<file path="src/rtl/dma_term_pkg.sv">
package dma_term_pkg;

  typedef enum logic [2:0] {
    ST_IDLE    = 3'd0,
    ST_BUSY    = 3'd1,
    ST_DONE    = 3'd2,
    ST_PAUSED  = 3'd3,
    ST_ABORTED = 3'd4,
    ST_ERROR   = 3'd5
  } chan_status_e;

  typedef enum logic [1:0] {
    PH_IDLE  = 2'd0,
    PH_FETCH = 2'd1,
    PH_XFER  = 2'd2
  } phase_e;

endpackage

</file>
<file path="src/rtl/dma_term_ctrl.sv">
module dma_term_ctrl
  import dma_term_pkg::*;
(
  input  logic         clk,
  input  logic         rst_n,
  input  logic         start,
  input  logic         link_mode,
  input  logic         pause_req,
  input  logic         abort_req,
  input  logic         fetch_done,
  input  logic         fetch_err,
  input  logic         xfer_done,
  input  logic         xfer_err,
  input  logic         last_flag,
  input  logic         resumable,
  output phase_e       phase,
  output logic         begin_run,
  output logic         load_first,
  output logic         capture_desc,
  output logic         commit_link,
  output logic         term_valid,
  output chan_status_e term_code
);

  phase_e phase_q, phase_nx;
  logic   mode_q, mode_nx;
  logic   pause_q, pause_nx;

  logic busy, go, seg_end, final_seg, err_hit, pause_hit;

  always_comb begin
    busy      = (phase_q != PH_IDLE);
    go        = start && !busy;
    seg_end   = (phase_q == PH_XFER) && xfer_done;
    final_seg = seg_end && (!mode_q || last_flag);
    err_hit   = ((phase_q == PH_FETCH) && fetch_err) ||
                ((phase_q == PH_XFER)  && xfer_err);
    pause_hit = pause_q || pause_req;
  end

  // Next-state logic: error > final completion > abort > boundary handling
  always_comb begin
    phase_nx   = phase_q;
    term_valid = 1'b0;
    term_code  = ST_IDLE;
    unique case (phase_q)
      PH_IDLE: begin
        if (go) phase_nx = link_mode ? PH_FETCH : PH_XFER;
      end
      PH_FETCH, PH_XFER: begin
        if (err_hit) begin
          term_valid = 1'b1;
          term_code  = ST_ERROR;
          phase_nx   = PH_IDLE;
        end else if (final_seg) begin
          term_valid = 1'b1;
          term_code  = ST_DONE;
          phase_nx   = PH_IDLE;
        end else if (abort_req) begin
          term_valid = 1'b1;
          term_code  = ST_ABORTED;
          phase_nx   = PH_IDLE;
        end else if ((phase_q == PH_FETCH) && fetch_done) begin
          phase_nx = PH_XFER;
        end else if (seg_end) begin
          if (pause_hit) begin
            term_valid = 1'b1;
            term_code  = ST_PAUSED;
            phase_nx   = PH_IDLE;
          end else begin
            phase_nx = PH_FETCH;
          end
        end
      end
      default: phase_nx = PH_IDLE;
    endcase
  end

  always_comb begin
    mode_nx  = go ? link_mode : mode_q;
    pause_nx = pause_q;
    if (phase_nx == PH_IDLE)   pause_nx = 1'b0;
    else if (busy && pause_req) pause_nx = 1'b1;
  end

  always_comb begin
    begin_run    = go;
    load_first   = go && link_mode && !resumable;
    capture_desc = (phase_q == PH_FETCH) && fetch_done && !fetch_err;
    commit_link  = seg_end && mode_q && !xfer_err;
  end

  always_ff @(posedge clk or negedge rst_n) begin
    if (!rst_n) begin
      phase_q <= PH_IDLE;
      mode_q  <= 1'b0;
      pause_q <= 1'b0;
    end else begin
      phase_q <= phase_nx;
      pause_q <= pause_nx;
      if (go) mode_q <= mode_nx;
    end
  end

  assign phase = phase_q;

endmodule

</file>
<file path="src/rtl/dma_term_link.sv">
module dma_term_link #(
  parameter int AW       = 16,
  parameter int LAST_BIT = 0
) (
  input  logic          clk,
  input  logic          rst_n,
  input  logic          load_first,
  input  logic [AW-1:0] first_link,
  input  logic          capture_desc,
  input  logic [AW-1:0] fetch_next,
  input  logic          commit_link,
  output logic [AW-1:0] next_link,
  output logic [AW-1:0] fetch_addr,
  output logic          last_flag
);

  localparam logic [AW-1:0] FLAG_MASK = {{(AW-1){1'b0}}, 1'b1} << LAST_BIT;

  logic [AW-1:0] link_q, link_nx;
  logic [AW-1:0] desc_q, desc_nx;
  logic          link_en;

  always_comb begin
    link_en = load_first || commit_link;
    link_nx = load_first ? first_link : desc_q;
    desc_nx = fetch_next;
  end

  always_ff @(posedge clk or negedge rst_n) begin
    if (!rst_n) begin
      link_q <= '0;
      desc_q <= '0;
    end else begin
      if (link_en)      link_q <= link_nx;
      if (capture_desc) desc_q <= desc_nx;
    end
  end

  assign next_link  = link_q;
  assign fetch_addr = link_q & ~FLAG_MASK;
  assign last_flag  = desc_q[LAST_BIT];

endmodule

</file>
<file path="src/rtl/dma_term_stat.sv">
module dma_term_stat
  import dma_term_pkg::*;
(
  input  logic         clk,
  input  logic         rst_n,
  input  logic         begin_run,
  input  logic         term_valid,
  input  chan_status_e term_code,
  input  logic         irq_en,
  output chan_status_e status,
  output logic         irq
);

  chan_status_e stat_q, stat_nx;
  logic         irq_q, irq_nx;
  logic         stat_en;

  always_comb begin
    stat_en = begin_run || term_valid;
    stat_nx = begin_run ? ST_BUSY : term_code;
    irq_nx  = term_valid && irq_en;
  end

  always_ff @(posedge clk or negedge rst_n) begin
    if (!rst_n) begin
      stat_q <= ST_IDLE;
      irq_q  <= 1'b0;
    end else begin
      if (stat_en) stat_q <= stat_nx;
      irq_q <= irq_nx;
    end
  end

  assign status = stat_q;
  assign irq    = irq_q;

endmodule

</file>
<file path="src/rtl/dma_term_seq.sv">
module dma_term_seq
  import dma_term_pkg::*;
#(
  parameter int AW       = 16,
  parameter int LAST_BIT = 0
) (
  input  logic          clk,
  input  logic          rst_n,
  input  logic          start,
  input  logic          link_mode,
  input  logic [AW-1:0] first_link,
  input  logic          pause_req,
  input  logic          abort_req,
  input  logic          irq_en,
  output logic          fetch_req,
  output logic [AW-1:0] fetch_addr,
  input  logic          fetch_done,
  input  logic          fetch_err,
  input  logic [AW-1:0] fetch_next,
  output logic          xfer_req,
  input  logic          xfer_done,
  input  logic          xfer_err,
  output logic [AW-1:0] next_link,
  output logic [2:0]    status,
  output logic          irq
);

  phase_e       phase;
  chan_status_e stat;
  chan_status_e term_code;
  logic begin_run, load_first, capture_desc, commit_link, term_valid;
  logic last_flag, resumable;

  assign resumable = (stat == ST_PAUSED);

  dma_term_ctrl u_ctrl (
    .clk          (clk),
    .rst_n        (rst_n),
    .start        (start),
    .link_mode    (link_mode),
    .pause_req    (pause_req),
    .abort_req    (abort_req),
    .fetch_done   (fetch_done),
    .fetch_err    (fetch_err),
    .xfer_done    (xfer_done),
    .xfer_err     (xfer_err),
    .last_flag    (last_flag),
    .resumable    (resumable),
    .phase        (phase),
    .begin_run    (begin_run),
    .load_first   (load_first),
    .capture_desc (capture_desc),
    .commit_link  (commit_link),
    .term_valid   (term_valid),
    .term_code    (term_code)
  );

  dma_term_link #(.AW(AW), .LAST_BIT(LAST_BIT)) u_link (
    .clk          (clk),
    .rst_n        (rst_n),
    .load_first   (load_first),
    .first_link   (first_link),
    .capture_desc (capture_desc),
    .fetch_next   (fetch_next),
    .commit_link  (commit_link),
    .next_link    (next_link),
    .fetch_addr   (fetch_addr),
    .last_flag    (last_flag)
  );

  dma_term_stat u_stat (
    .clk        (clk),
    .rst_n      (rst_n),
    .begin_run  (begin_run),
    .term_valid (term_valid),
    .term_code  (term_code),
    .irq_en     (irq_en),
    .status     (stat),
    .irq        (irq)
  );

  assign fetch_req = (phase == PH_FETCH);
  assign xfer_req  = (phase == PH_XFER);
  assign status    = stat;

endmodule

</file>
<file path="config.mk">
export PLATFORM = sky130hd
export DESIGN_NAME = dma_term_seq
export DESIGN_NICKNAME = d
export VERILOG_FILES = /design/src/rtl/dma_term_pkg.sv /design/src/rtl/dma_term_ctrl.sv /design/src/rtl/dma_term_link.sv /design/src/rtl/dma_term_stat.sv /design/src/rtl/dma_term_seq.sv
export SDC_FILE = /design/constraint.sdc
export NUM_CORES = 1
export LEC_CHECK = 0
export ABC_AREA = 1
export BUFFER_PORTS_ARGS = -buffer_cell sky130_fd_sc_hd__clkbuf_2
export CORE_UTILIZATION = 25
export CTS_BUF_LIST = sky130_fd_sc_hd__clkbuf_8
export CTS_CLUSTER_SIZE = 12
export DETAILED_ROUTE_END_ITERATION = 10
export PLACE_DENSITY_LB_ADDON = 0.12
export SETUP_SLACK_MARGIN = 0.15
export SLEW_MARGIN = 30
export SYNTH_ARGS = -nofsm -noshare
export SYNTH_HDL_FRONTEND = slang
export SYNTH_SLANG_ARGS = --single-unit
</file>
<file path="constraint.sdc">
create_clock -name clk -period 2 [get_ports clk]
set_input_delay 0.1 -clock clk [delete_from_list [all_inputs] [get_ports clk]]
set_output_delay 0.1 -clock clk [all_outputs]
set_load 0.02 [all_outputs]
</file>
==> impl_summary.log <==
[metrics] area of the core: 0.00818 mm^2
[metrics] PnR Total Power: 0.00383 W
[metrics] vias in the first global route: 1722
[metrics] CP Class: reg2reg
[metrics] wire length of the first global-routing pass: 8280 um
[metrics] root buf cell: clkbuf_8
[metrics] status: finished clean
[metrics] Leakage Power: 1.44 nW
[metrics] number of synthesized register bits: 40
[metrics] Reg2Reg Setup Slack: 280 ps
[metrics] post-DR vias/cell: 4.35
[metrics] setup repair after global routing missed its margin: yes
[metrics] area used by sequential logic in the layout: 0.00100 mm^2
[metrics] die outline area: 0.00875 mm^2
[metrics] Fmax: 581 MHz
[metrics] critical path peak fanout: 17
[metrics] fillcell total: 883
[metrics] overall track demand over capacity in global routing: 12.3%
[metrics] maximum number of pins on one net before global-route repair: 31
[metrics] Reg clk slew, reported paths: 80 ps
[metrics] share of the yosys chip area belonging to registers: 47.8%
[metrics] Register-to-Register Path Depth: 6
[metrics] Critical R2R Launch: u_ctrl.phase[1]
[metrics] Skew-Pair Late Insertion Delay: 290 ps
[metrics] average wire per cell in the routed design: 12.7 um
[metrics] total congestion overflow: 0
[metrics] cell area after synthesis: 0.00210 mm^2
[metrics] mean cell area of the mapped netlist: 9.48 um^2
[metrics] final setup fails: 0
[metrics] first-pass detailed-route iteration total: 4
[metrics] Starting Density: 25.6%
[metrics] I/O pin cnt: 81
[metrics] critical path startpoint category: register
[metrics] buffers added on ports: 79
[metrics] clk buf depth: 2
[metrics] Max H-tree Level: 2
[metrics] clock tree from TritonCTS: yes
[metrics] Hold Crit Class: in2reg
[metrics] placed wire-length estimate after detailed placement: 3770 um
[metrics] final net count: 340
[metrics] Post-Route Utilization: 32.2%
[metrics] post-detailed-route count of antenna-violating nets: 0
[metrics] routed vias: 1731
[metrics] share of the clock period used by the worst path: 86.0%
[metrics] data arrival at the endpoint of the critical path: 1900 ps
[metrics] die span in x: 93.6 um
[metrics] final count of hold timing violations: 0
[metrics] slew at the pin closest to its max-slew limit: 707 ps
[metrics] hold_ws: 32.6 ps
[metrics] worst setup path end: u_link.desc_q[10]
[metrics] launch point of the worst path: u_ctrl.phase[1]
[metrics] Worst VDD drop: 0.512 mV
[metrics] total nets after synthesis: 268
[metrics] Yosys warnings: 0
[metrics] Setup TNS: 0 ps
[metrics] antenna diode instance count: 0
[metrics] Synth top area share: 47.8%
[metrics] instance area after placement: 0.00250 mm^2
[metrics] footprint of the multi-input gates: 791 um^2
[metrics] number of clock sinks: 40
[metrics] DRC violations left: 0
[metrics] antenna violations before repair: 0
[metrics] endpoint of the lowest-slack register-to-register path: u_link.desc_q[10]
[metrics] number of placement rows: 33
[metrics] area added between synthesis and finish: 25.7%
[metrics] cts bufs inserted: 5
[metrics] cell accounting for the most synthesized area: dfrtp_1
[metrics] highest-count cells in the layout ignoring fill and taps: clkbuf_2 (79), dfrtp_1 (39), nand3_1 (37)
[metrics] distinct cell type count of the synthesized netlist: 22
[metrics] Max-slew headroom: 52.8%
[metrics] power density over cell area: 1450 mW/mm^2
[metrics] top cells by area in the synthesized netlist: dfrtp_1 (48%), nand3_1 (8.8%), buf_4 (5.7%)
[metrics] number of max-cap violations: 0
[metrics] shortest period the worst path allows: 1720 ps
[metrics] synthesized netlist cell count: 221
[metrics] die height: 93.6 um
[metrics] share of post-route cells with drive strength above 1: 39.9%
[metrics] final non-filler cell area: 0.00264 mm^2
[metrics] type of destination of the critical path: register
[metrics] CP Data Required Time: 2180 ps
[metrics] final number of max-transition violations: 0
[metrics] largest clock skew in the final design: 5.92 ps
[metrics] DRC violation total after the first TritonRoute iteration: 36
[metrics] most common cell after layout, fill and taps aside: clkbuf_2
[metrics] routed wire length: 5050 um
[metrics] weighted congestion reported at the end of routability-driven placement: 0.799
worst min path at each step:
stage | cells after the start | start | to | slack (ps)
after floorplan | 0 | rst_n | u_ctrl.mode_q | -200
after global placement | 1 | rst_n | u_link.desc_q[14] | 200
after detailed placement | 1 | rst_n | u_link.desc_q[14] | 200
after CTS | 3 | first_link[13] | u_link.next_link[13] | 30
after global routing | 2 | fetch_next[15] | u_link.desc_q[15] | 30
final | 3 | first_link[13] | u_link.next_link[13] | 30
stage by stage:
| stage | std cells | setup slack (ps) |
|---|---|---|
| 6_report | 398 | 280 |
| 4_1_cts | 396 | 184 |
| 3_3_place_gp | 386 | 173 |
| 2_1_floorplan | 221 | 209 |
| 5_1_grt | 398 | 125 |
| 3_5_place_dp | 387 | 187 |
layout make-up:
class / instances / area share (%)
flip-flops and latches: 40 / 38.0
multi-input cells: 125 / 30.0
repair buffers: 89 / 19.3
well taps: 105 / 4.99
inverters: 32 / 4.56
clock buffers: 5 / 2.61
clock inverters: 2 / 0.475
per-layer routing:
layer  vias up  global-route usage (%)  wire length, um
met5         -                       0                0
met4         0                    4.36               83
met3         8                    2.68              320
met2        65                    19.3             2300
met1       801                    16.7             2350
li1        857                       -                -
synthesized netlist by cell type:
master	instances
buf_4	16
nand3_1	37
nand2_1	26
o211ai_1	15
buf_6	2
conb_1	1
o21ai_0	5
nor3_1	1
a21oi_1	5
mux2_4	8
nor2_1	10
inv_1	32
dfrtp_1	40
nand4_1	1
mux2_2	7
o21ai_4	1
buf_2	4
nand2_2	3
or2_1	1
ha_1	4
buf_1	1
buf_12	1
report_power, final:
group	internal (W)	switching (W)	total, W
registers	0.00119	0.000267	0.00146
logic	0.000757	0.00110	0.00185
clock network	0.000236	0.000281	0.000517
sequential cells by signal (all words and copies together) (netlist names):
| signal | cells |
|---|---|
| u_ctrl.phase | 2 |
| u_link.next_link | 16 |
| u_ctrl.mode_q | 1 |
| u_ctrl.pause_q | 1 |
| u_stat.status | 3 |
| u_stat.irq | 1 |
| u_link.desc_q | 16 |
critical path, cell delays in order, from the launching register on:
cell and delay [ps]:
dfrtp_2 440, inv_1 90, ha_1 210, nand2_2 100, or2_1 210, buf_4 230, mux2_4 320
timing repair:
| action | CTS | global route |
|---|---|---|
| endpoints found under the setup margin | 0 | 25 |
| hold endpoints to repair | 26 | 0 |
| hold buffers | 2 | 0 |
| setup buffers | 0 | 1 |
| gates resized for setup | 0 | 5 |
cell families after synthesis:
logic type	after synthesis	share of synthesized area [%]
simple gates	79	17.0
other cells	1	0.179
mux	15	9.49
buf+inv	56	14.6
fa+ha+maj	4	2.39
flops	40	47.8
compound gates	26	8.54
Power figures use the tool's default switching activity.
